## src/rtl/can_txq_pkg.sv

```systemverilog
package can_txq_pkg;

  typedef enum logic {
    TXQ_IDLE   = 1'b0,
    TXQ_FLIGHT = 1'b1
  } txq_state_e;

  // Accepted engine events, one cycle wide, for the flag array
  typedef struct packed {
    logic start;
    logic done;
    logic dar;
  } txq_evt_t;

endpackage

```

## src/rtl/txq_pick.sv

```systemverilog
module txq_pick #(
  parameter int NBUF = 8,
  parameter int IDXW = (NBUF > 1) ? $clog2(NBUF) : 1
) (
  input  logic [NBUF-1:0] req_vec,
  output logic            any_o,
  output logic [IDXW-1:0] idx_o
);

  // Scan from the top down so the lowest set bit is the last one written
  always_comb begin
    any_o = 1'b0;
    idx_o = '0;
    for (int i = NBUF - 1; i >= 0; i--) begin
      if (req_vec[i]) begin
        any_o = 1'b1;
        idx_o = IDXW'(i);
      end
    end
  end

endmodule

```

## src/rtl/txq_flight.sv

```systemverilog
module txq_flight
  import can_txq_pkg::*;
#(
  parameter int NBUF = 8,
  parameter int IDXW = (NBUF > 1) ? $clog2(NBUF) : 1
) (
  input  logic            clk,
  input  logic            rst_n,
  input  logic            no_retry,
  input  logic            start,
  input  logic            done,
  input  logic            fail,
  input  logic            offer_any,
  input  logic [IDXW-1:0] offer_idx,
  output logic            busy_o,
  output logic [IDXW-1:0] fidx_o,
  output txq_evt_t        evt_o,
  output logic            fail_acc_o
);

  txq_state_e      st_q, st_d;
  logic [IDXW-1:0] idx_q, idx_d;
  logic            dar_q, dar_d;
  logic            ld_en;
  logic            acc_start, acc_done, acc_fail;

  always_comb begin
    st_d      = st_q;
    idx_d     = idx_q;
    dar_d     = dar_q;
    acc_start = 1'b0;
    acc_done  = 1'b0;
    acc_fail  = 1'b0;
    case (st_q)
      TXQ_IDLE: begin
        if (start && offer_any) begin
          st_d      = TXQ_FLIGHT;
          idx_d     = offer_idx;
          dar_d     = no_retry;
          acc_start = 1'b1;
        end
      end
      TXQ_FLIGHT: begin
        if (done) begin
          acc_done = 1'b1;
          st_d     = TXQ_IDLE;
        end else if (fail) begin
          acc_fail = 1'b1;
          st_d     = TXQ_IDLE;
        end
      end
      default: st_d = TXQ_IDLE;
    endcase
  end

  assign ld_en = acc_start;

  always_ff @(posedge clk or negedge rst_n) begin
    if (!rst_n) begin
      st_q <= TXQ_IDLE;
    end else begin
      st_q <= st_d;
    end
  end

  always_ff @(posedge clk or negedge rst_n) begin
    if (!rst_n) begin
      idx_q <= '0;
      dar_q <= 1'b0;
    end else if (ld_en) begin
      idx_q <= idx_d;
      dar_q <= dar_d;
    end
  end

  assign busy_o     = (st_q == TXQ_FLIGHT);
  // Index of the event: the offer on a start, the frozen slot otherwise
  assign fidx_o     = busy_o ? idx_q : offer_idx;
  assign evt_o.start = acc_start;
  assign evt_o.done  = acc_done;
  assign evt_o.dar   = busy_o ? dar_q : no_retry;
  assign fail_acc_o  = acc_fail;

  AST_FROZEN_SLOT: assert property (@(posedge clk) disable iff (!rst_n)
    busy_o && !done && !fail |=> busy_o && $stable(idx_q)) else $error("frozen slot moved");

  AST_STRAY_END_IGNORED: assert property (@(posedge clk) disable iff (!rst_n)
    !busy_o && !start && (done || fail) |=> !busy_o) else $error("stray end strobe acted");

  AST_MODE_HELD: assert property (@(posedge clk) disable iff (!rst_n)
    busy_o && !done && !fail |=> $stable(dar_q)) else $error("captured mode changed");

endmodule

```

## src/rtl/txq_flags.sv

```systemverilog
module txq_flags
  import can_txq_pkg::*;
#(
  parameter int NBUF = 8,
  parameter int IDXW = (NBUF > 1) ? $clog2(NBUF) : 1
) (
  input  logic            clk,
  input  logic            rst_n,
  input  logic            cpu_we,
  input  logic [IDXW-1:0] cpu_idx,
  input  logic            cpu_rqst,
  input  logic            cpu_pend,
  input  txq_evt_t        evt,
  input  logic [IDXW-1:0] evt_idx,
  output logic [NBUF-1:0] rqst_o,
  output logic [NBUF-1:0] pend_o
);

  for (genvar g = 0; g < NBUF; g++) begin : g_slot
    logic r_q, r_d, p_q, p_d;
    logic hit_cpu, hit_evt, en;

    assign hit_cpu = cpu_we && (cpu_idx == IDXW'(g));
    assign hit_evt = (evt.start || evt.done) && (evt_idx == IDXW'(g));
    assign en      = hit_cpu || hit_evt;

    always_comb begin
      r_d = r_q;
      p_d = p_q;
      if (hit_cpu) begin
        r_d = cpu_rqst;
        p_d = cpu_pend;
      end else if (hit_evt) begin
        if (evt.start && evt.dar) begin
          r_d = 1'b0;
        end
        if (evt.done) begin
          p_d = 1'b0;
          if (!evt.dar) begin
            r_d = 1'b0;
          end
        end
      end
    end

    always_ff @(posedge clk or negedge rst_n) begin
      if (!rst_n) begin
        r_q <= 1'b0;
        p_q <= 1'b0;
      end else if (en) begin
        r_q <= r_d;
        p_q <= p_d;
      end
    end

    assign rqst_o[g] = r_q;
    assign pend_o[g] = p_q;
  end

  AST_CPU_WRITE: assert property (@(posedge clk) disable iff (!rst_n)
    cpu_we |=> rqst_o[$past(cpu_idx)] == $past(cpu_rqst)
            && pend_o[$past(cpu_idx)] == $past(cpu_pend)) else $error("cpu write lost");

  AST_CPU_WINS: assert property (@(posedge clk) disable iff (!rst_n)
    cpu_we && (evt.start || evt.done) && cpu_idx == evt_idx
      |=> rqst_o[$past(evt_idx)] == $past(cpu_rqst)) else $error("event beat cpu");

  AST_START_PARKS: assert property (@(posedge clk) disable iff (!rst_n)
    evt.start && evt.dar && !(cpu_we && cpu_idx == evt_idx)
      |=> !rqst_o[$past(evt_idx)] && pend_o[$past(evt_idx)] == $past(pend_o[evt_idx]))
    else $error("single-shot start flags wrong");

  AST_DONE_CLEARS: assert property (@(posedge clk) disable iff (!rst_n)
    evt.done && !(cpu_we && cpu_idx == evt_idx) |=> !pend_o[$past(evt_idx)])
    else $error("done left data flag");

endmodule

```

## src/rtl/can_txq_tracker.sv

```systemverilog
module can_txq_tracker
  import can_txq_pkg::*;
#(
  parameter int NBUF = 8,
  localparam int IDXW = (NBUF > 1) ? $clog2(NBUF) : 1
) (
  input  logic            clk,
  input  logic            rst_n,
  input  logic            no_retry_i,
  input  logic            cpu_we_i,
  input  logic [IDXW-1:0] cpu_idx_i,
  input  logic            cpu_rqst_i,
  input  logic            cpu_pend_i,
  input  logic            tx_start_i,
  input  logic            tx_done_i,
  input  logic            tx_fail_i,
  output logic            offer_valid_o,
  output logic [IDXW-1:0] offer_idx_o,
  output logic            busy_o,
  output logic [NBUF-1:0] rqst_o,
  output logic [NBUF-1:0] pend_o
);

  // Reset: asserted at once, released after two clock edges
  logic [1:0] rsync_q;
  logic       rst_int_n;

  always_ff @(posedge clk or negedge rst_n) begin
    if (!rst_n) begin
      rsync_q <= 2'b00;
    end else begin
      rsync_q <= {rsync_q[0], 1'b1};
    end
  end
  assign rst_int_n = rsync_q[1];

  logic            pick_any;
  logic [IDXW-1:0] pick_idx;
  logic [IDXW-1:0] fidx;
  txq_evt_t        evt;
  logic            fail_acc;

  txq_pick #(.NBUF(NBUF), .IDXW(IDXW)) u_pick (
    .req_vec (rqst_o),
    .any_o   (pick_any),
    .idx_o   (pick_idx)
  );

  txq_flight #(.NBUF(NBUF), .IDXW(IDXW)) u_flight (
    .clk        (clk),
    .rst_n      (rst_int_n),
    .no_retry   (no_retry_i),
    .start      (tx_start_i),
    .done       (tx_done_i),
    .fail       (tx_fail_i),
    .offer_any  (pick_any),
    .offer_idx  (pick_idx),
    .busy_o     (busy_o),
    .fidx_o     (fidx),
    .evt_o      (evt),
    .fail_acc_o (fail_acc)
  );

  txq_flags #(.NBUF(NBUF), .IDXW(IDXW)) u_flags (
    .clk      (clk),
    .rst_n    (rst_int_n),
    .cpu_we   (cpu_we_i),
    .cpu_idx  (cpu_idx_i),
    .cpu_rqst (cpu_rqst_i),
    .cpu_pend (cpu_pend_i),
    .evt      (evt),
    .evt_idx  (fidx),
    .rqst_o   (rqst_o),
    .pend_o   (pend_o)
  );

  assign offer_valid_o = busy_o || pick_any;
  assign offer_idx_o   = fidx;

  AST_PICK_LOWEST: assert property (@(posedge clk) disable iff (!rst_int_n)
    offer_valid_o && !busy_o |-> rqst_o[offer_idx_o]
      && ((rqst_o & ((NBUF'(1) << offer_idx_o) - NBUF'(1))) == '0))
    else $error("offer not lowest");

  AST_BUSY_OFFERS: assert property (@(posedge clk) disable iff (!rst_int_n)
    busy_o |-> offer_valid_o) else $error("busy without offer");

  AST_FAIL_HOLDS: assert property (@(posedge clk) disable iff (!rst_int_n)
    fail_acc && !cpu_we_i |=> $stable(rqst_o) && $stable(pend_o))
    else $error("fail changed flags");

  AST_RESET_CLEAR: assert property (@(posedge clk)
    !rst_int_n |-> rqst_o == '0 && pend_o == '0 && !busy_o) else $error("reset state");

endmodule

```

## config.mk

```make
export PLATFORM = sky130hd
export DESIGN_NAME = can_txq_tracker
export DESIGN_NICKNAME = d
export VERILOG_FILES = /design/src/rtl/can_txq_pkg.sv /design/src/rtl/txq_pick.sv /design/src/rtl/txq_flight.sv /design/src/rtl/txq_flags.sv /design/src/rtl/can_txq_tracker.sv
export SDC_FILE = /design/constraint.sdc
export NUM_CORES = 1
export LEC_CHECK = 0
export BUFFER_PORTS_ARGS = -buffer_cell sky130_fd_sc_hd__buf_2
export CAP_MARGIN = 15
export CORE_ASPECT_RATIO = 1.5
export CORE_MARGIN = 1
export CORE_UTILIZATION = 30
export DETAILED_ROUTE_END_ITERATION = 8
export PLACE_DENSITY = 0.62
export SLEW_MARGIN = 25
export SYNTH_ARGS = -nofsm -noshare
export SYNTH_HDL_FRONTEND = slang
export SYNTH_SLANG_ARGS = --single-unit
```

## constraint.sdc

```tcl
create_clock -name clk -period 1.65 [get_ports clk]
set_input_delay 0.0825 -clock clk [delete_from_list [all_inputs] [get_ports clk]]
set_output_delay 0.0825 -clock clk [all_outputs]
set_load 0.01 [all_outputs]
```

==> summary.txt <==
Synthesis
  – Post-synth EDFFs: 0
  – Yosys top cell area share: 44.32%
  – Count leader, synth: nand2_1
  – Mean area per synthesized cell: around 8.7 um^2
  – Most used DFF post-synth: dfrtp_1
  – Post-synthesis cell count: 149
  – Synth Net Count: 161
  – Synth top cells by count: 27 x nand2_1, 23 x dfrtp_1, 16 x buf_4, 16 x o21ai_0, 15 x nor2_1
  – Share of synthesized registers carrying an async set or reset: 100.0%
  – #FFs+latches synth: 23
  – Mapped Area: approximately 1300 um^2
  – Syn. warnings: 0
  – Synth area leader: dfrtp_1
  – Sequential share of the synthesized area: 44.32%
  – Netlist cell types: 33
  – Synth area leaders: dfrtp_1 44%, buf_4 9.2%, nand2_1 7.8%

STA
  – Slew Limit Fails: 0
  – Fmax: 571.1 MHz
  – Slew headroom: 66.63%
  – Fin crit share: 106.1%
  – Fin. Hold Viols: 0
  – Final Setup Violations: 14
  – Setup ws final: -0.1009 ns
  – Slew @ Worst Pin: ~0.50 ns
  – Max Clock Skew: 0.001050 ns
  – RSZ-0062 raised after global routing: true
  – Tmin final: 1.751 ns

Setup path
  – CP Data Arrival Time: 1.67 ns
  – R2r endpoint: u_flags.g_slot[6].r_q
  – Worst R2R Path Depth: 5
  – Crit Path Class: flop to primary output
  – CP Data Required Time: 1.57 ns
  – Critical path fanouts, max: 4
  – Worst R2R Start: u_flags.g_slot[5].r_q
  – Reg-to-reg slack, setup: -0.10 ns
  – Worst setup EP type: primary output
  – Startpoint types: flop

Power and ir drop
  – P_leak: 0.8872 nW
  – PD cells: 2203 nW/um^2
  – Worst vdd ir: between 1000 and 1500 uV

Finish
  – Share of cells above drive strength 1: 50.73%
  – # diodes: 0
  – Post-layout net count: between 200 and 250
  – P&R area growth vs syn: 51.16%
  – Layout Cells excl Fill: 250
  – Final core utilization: 48.73%

Die
  – Row cnt: 28
  – Starting density of the core: about 32%
  – Die area: roughly 4600 um^2
  – Die height: 82.59 um
  – Core ar.: 4029 um^2
  – Die Width: 55.72 um
  – Ports: 33

CTS
  – # H-tree levels: 1
  – Root buf cell: clkbuf_8
  – TritonCTS clock tree: done
  – Register clock-pin slew on the reported worst setup and hold paths: 0.08 ns
  – Worst skew pair latency: 0.27 ns
  – Num CTS Buffers: 3
  – CTS sink cnt: 23
  – Clock Tree Buf Depth: 2

Global route
  – Vias in the first global route: 1153
  – Pin count of the biggest net entering global routing: 22
  – Congestion Overflow GR: 0
  – Initial antenna violation count: 0
  – First-pass GRT wire length: between 5000 and 6000 um
  – GRT Resource Usage Total: 15.00%

Detailed routing
  – Detailed-route wire length: 3630 um
  – Vias per inst: around 5
  – Total number of vias: 1274
  – Wire length per cell: 14.52 um
  – Post-route ant nets: 0
  – # DRC: 0
  – Drt first pass iters: 4
  – Initial DRC count: 29

Worst hold path
  – Hold Path Origin: tx_fail_i
  – Hold depth: 4
  – WHS Endpoint: u_flight.busy_o
  – Hold crit path type: input port to flop

Outcome
  – Outcome: complete, but fails checks
  – Failing checks: negative setup slack

Placed design
  – Post-Place Cells: 229
  – GP Congestion: between 0.7 and 0.8
  – Port bufs: 32
  – DP Wirelength: 2608 um

Run
  – Max_cap viols: 0
## repair_timing
item                       CTS  global route
gates resized for setup     21            34
setup buffers                5            12
pin swaps                    8            11
hold buffers                 1             0
hold endpoints to repair     2             0
setup endpoints to repair   17            19
## final cells by class
type	count	area (um^2)
clock buffer	4	45.04
inverter	4	20.02
sequential	23	579.3
timing repair buffer	73	516.7
multi-input combinational	101	745.7
fill	367	2066
tap	45	56.30
## critical path, cell delays in order (launching register included)
cell and delay (ns):
dfrtp_1 0.40, or4_4 0.53, buf_6 0.15, nor2_4 0.07, a22o_1 0.11, buf_2 0.12
## cell families after synthesis
| kind of cell | share of synthesized area, % |
|---|---|
| buf+inv | 13.20 |
| flops | 44.32 |
| mux | 2.408 |
| simple gates | 17.53 |
| other cells | 0.2887 |
| compound gates | 22.25 |
## stage by stage
step                      TNS [ns]  cell area, um^2  power, mW  setup slack, ns  hold WS [ns]
final                      -0.8617             1963      4.326          -0.1009       0.04805
after CTS                  -0.8273             1730      3.504          -0.1327       0.04793
after global placement      -1.156             1546      2.732          -0.1416       -0.1330
after detailed placement   -0.9737             1546      2.739          -0.1243       -0.1276
after floorplan            -0.4189             1306      2.087         -0.08654       -0.2131
after global routing        -2.075             1963      4.572          -0.2163       0.05242
## per-layer routing
layer,GRT usage (%),part of all wire (%),vias to the layer above,routed length [um]
li1,-,-,618,-
met1,16.02,40,624,1450
met2,27.23,56,25,2025
met3,1.558,1.9,7,70
met4,11.75,2.3,0,84
met5,0,0,-,0
## flip-flops by register name (all words and copies together) (netlist names)
name,count
u_flight.dar_q,1
rsync_q,2
u_flags.g_slot.r_q,8
u_flight.busy_o,1
u_flight.idx_q,3
u_flags.g_slot.p_q,8
## worst max path at each step
stage | cells past startpoint | endpoint | slack [ns] | startpoint
final | 5 | offer_idx_o[2] | -0.10 | u_flags.g_slot[1].r_q
after global routing | 6 | u_flags.g_slot[4].r_q | -0.22 | u_flags.g_slot[1].r_q
after detailed placement | 6 | u_flags.g_slot[1].p_q | -0.12 | u_flags.g_slot[6].r_q
after global placement | 6 | u_flags.g_slot[1].r_q | -0.14 | u_flags.g_slot[2].r_q
after CTS | 7 | offer_idx_o[0] | -0.13 | u_flags.g_slot[3].r_q
after floorplan | 6 | u_flags.g_slot[7].r_q | -0.09 | u_flags.g_slot[1].r_q
## power by group
| group | switching [mW] | internal (mW) |
|---|---|---|
| clock | 0.189 | 0.173 |
| sequential | 0.254 | 0.788 |
| combinational | 1.37 | 1.55 |
## placed cells by master (no fill, tap or decap), types with 3 or more instances in the layout
cell type	instances
buf_4	31
o31ai_1	3
buf_2	30
o21ai_0	9
dfrtp_1	20
o21ai_1	11
nand2b_1	3
o31ai_2	5
o31ai_4	6
nor2_1	12
nand2_1	26
buf_6	11
clkbuf_8	3
dfrtp_2	3
Note: power is estimated with default switching activity, not from simulation.
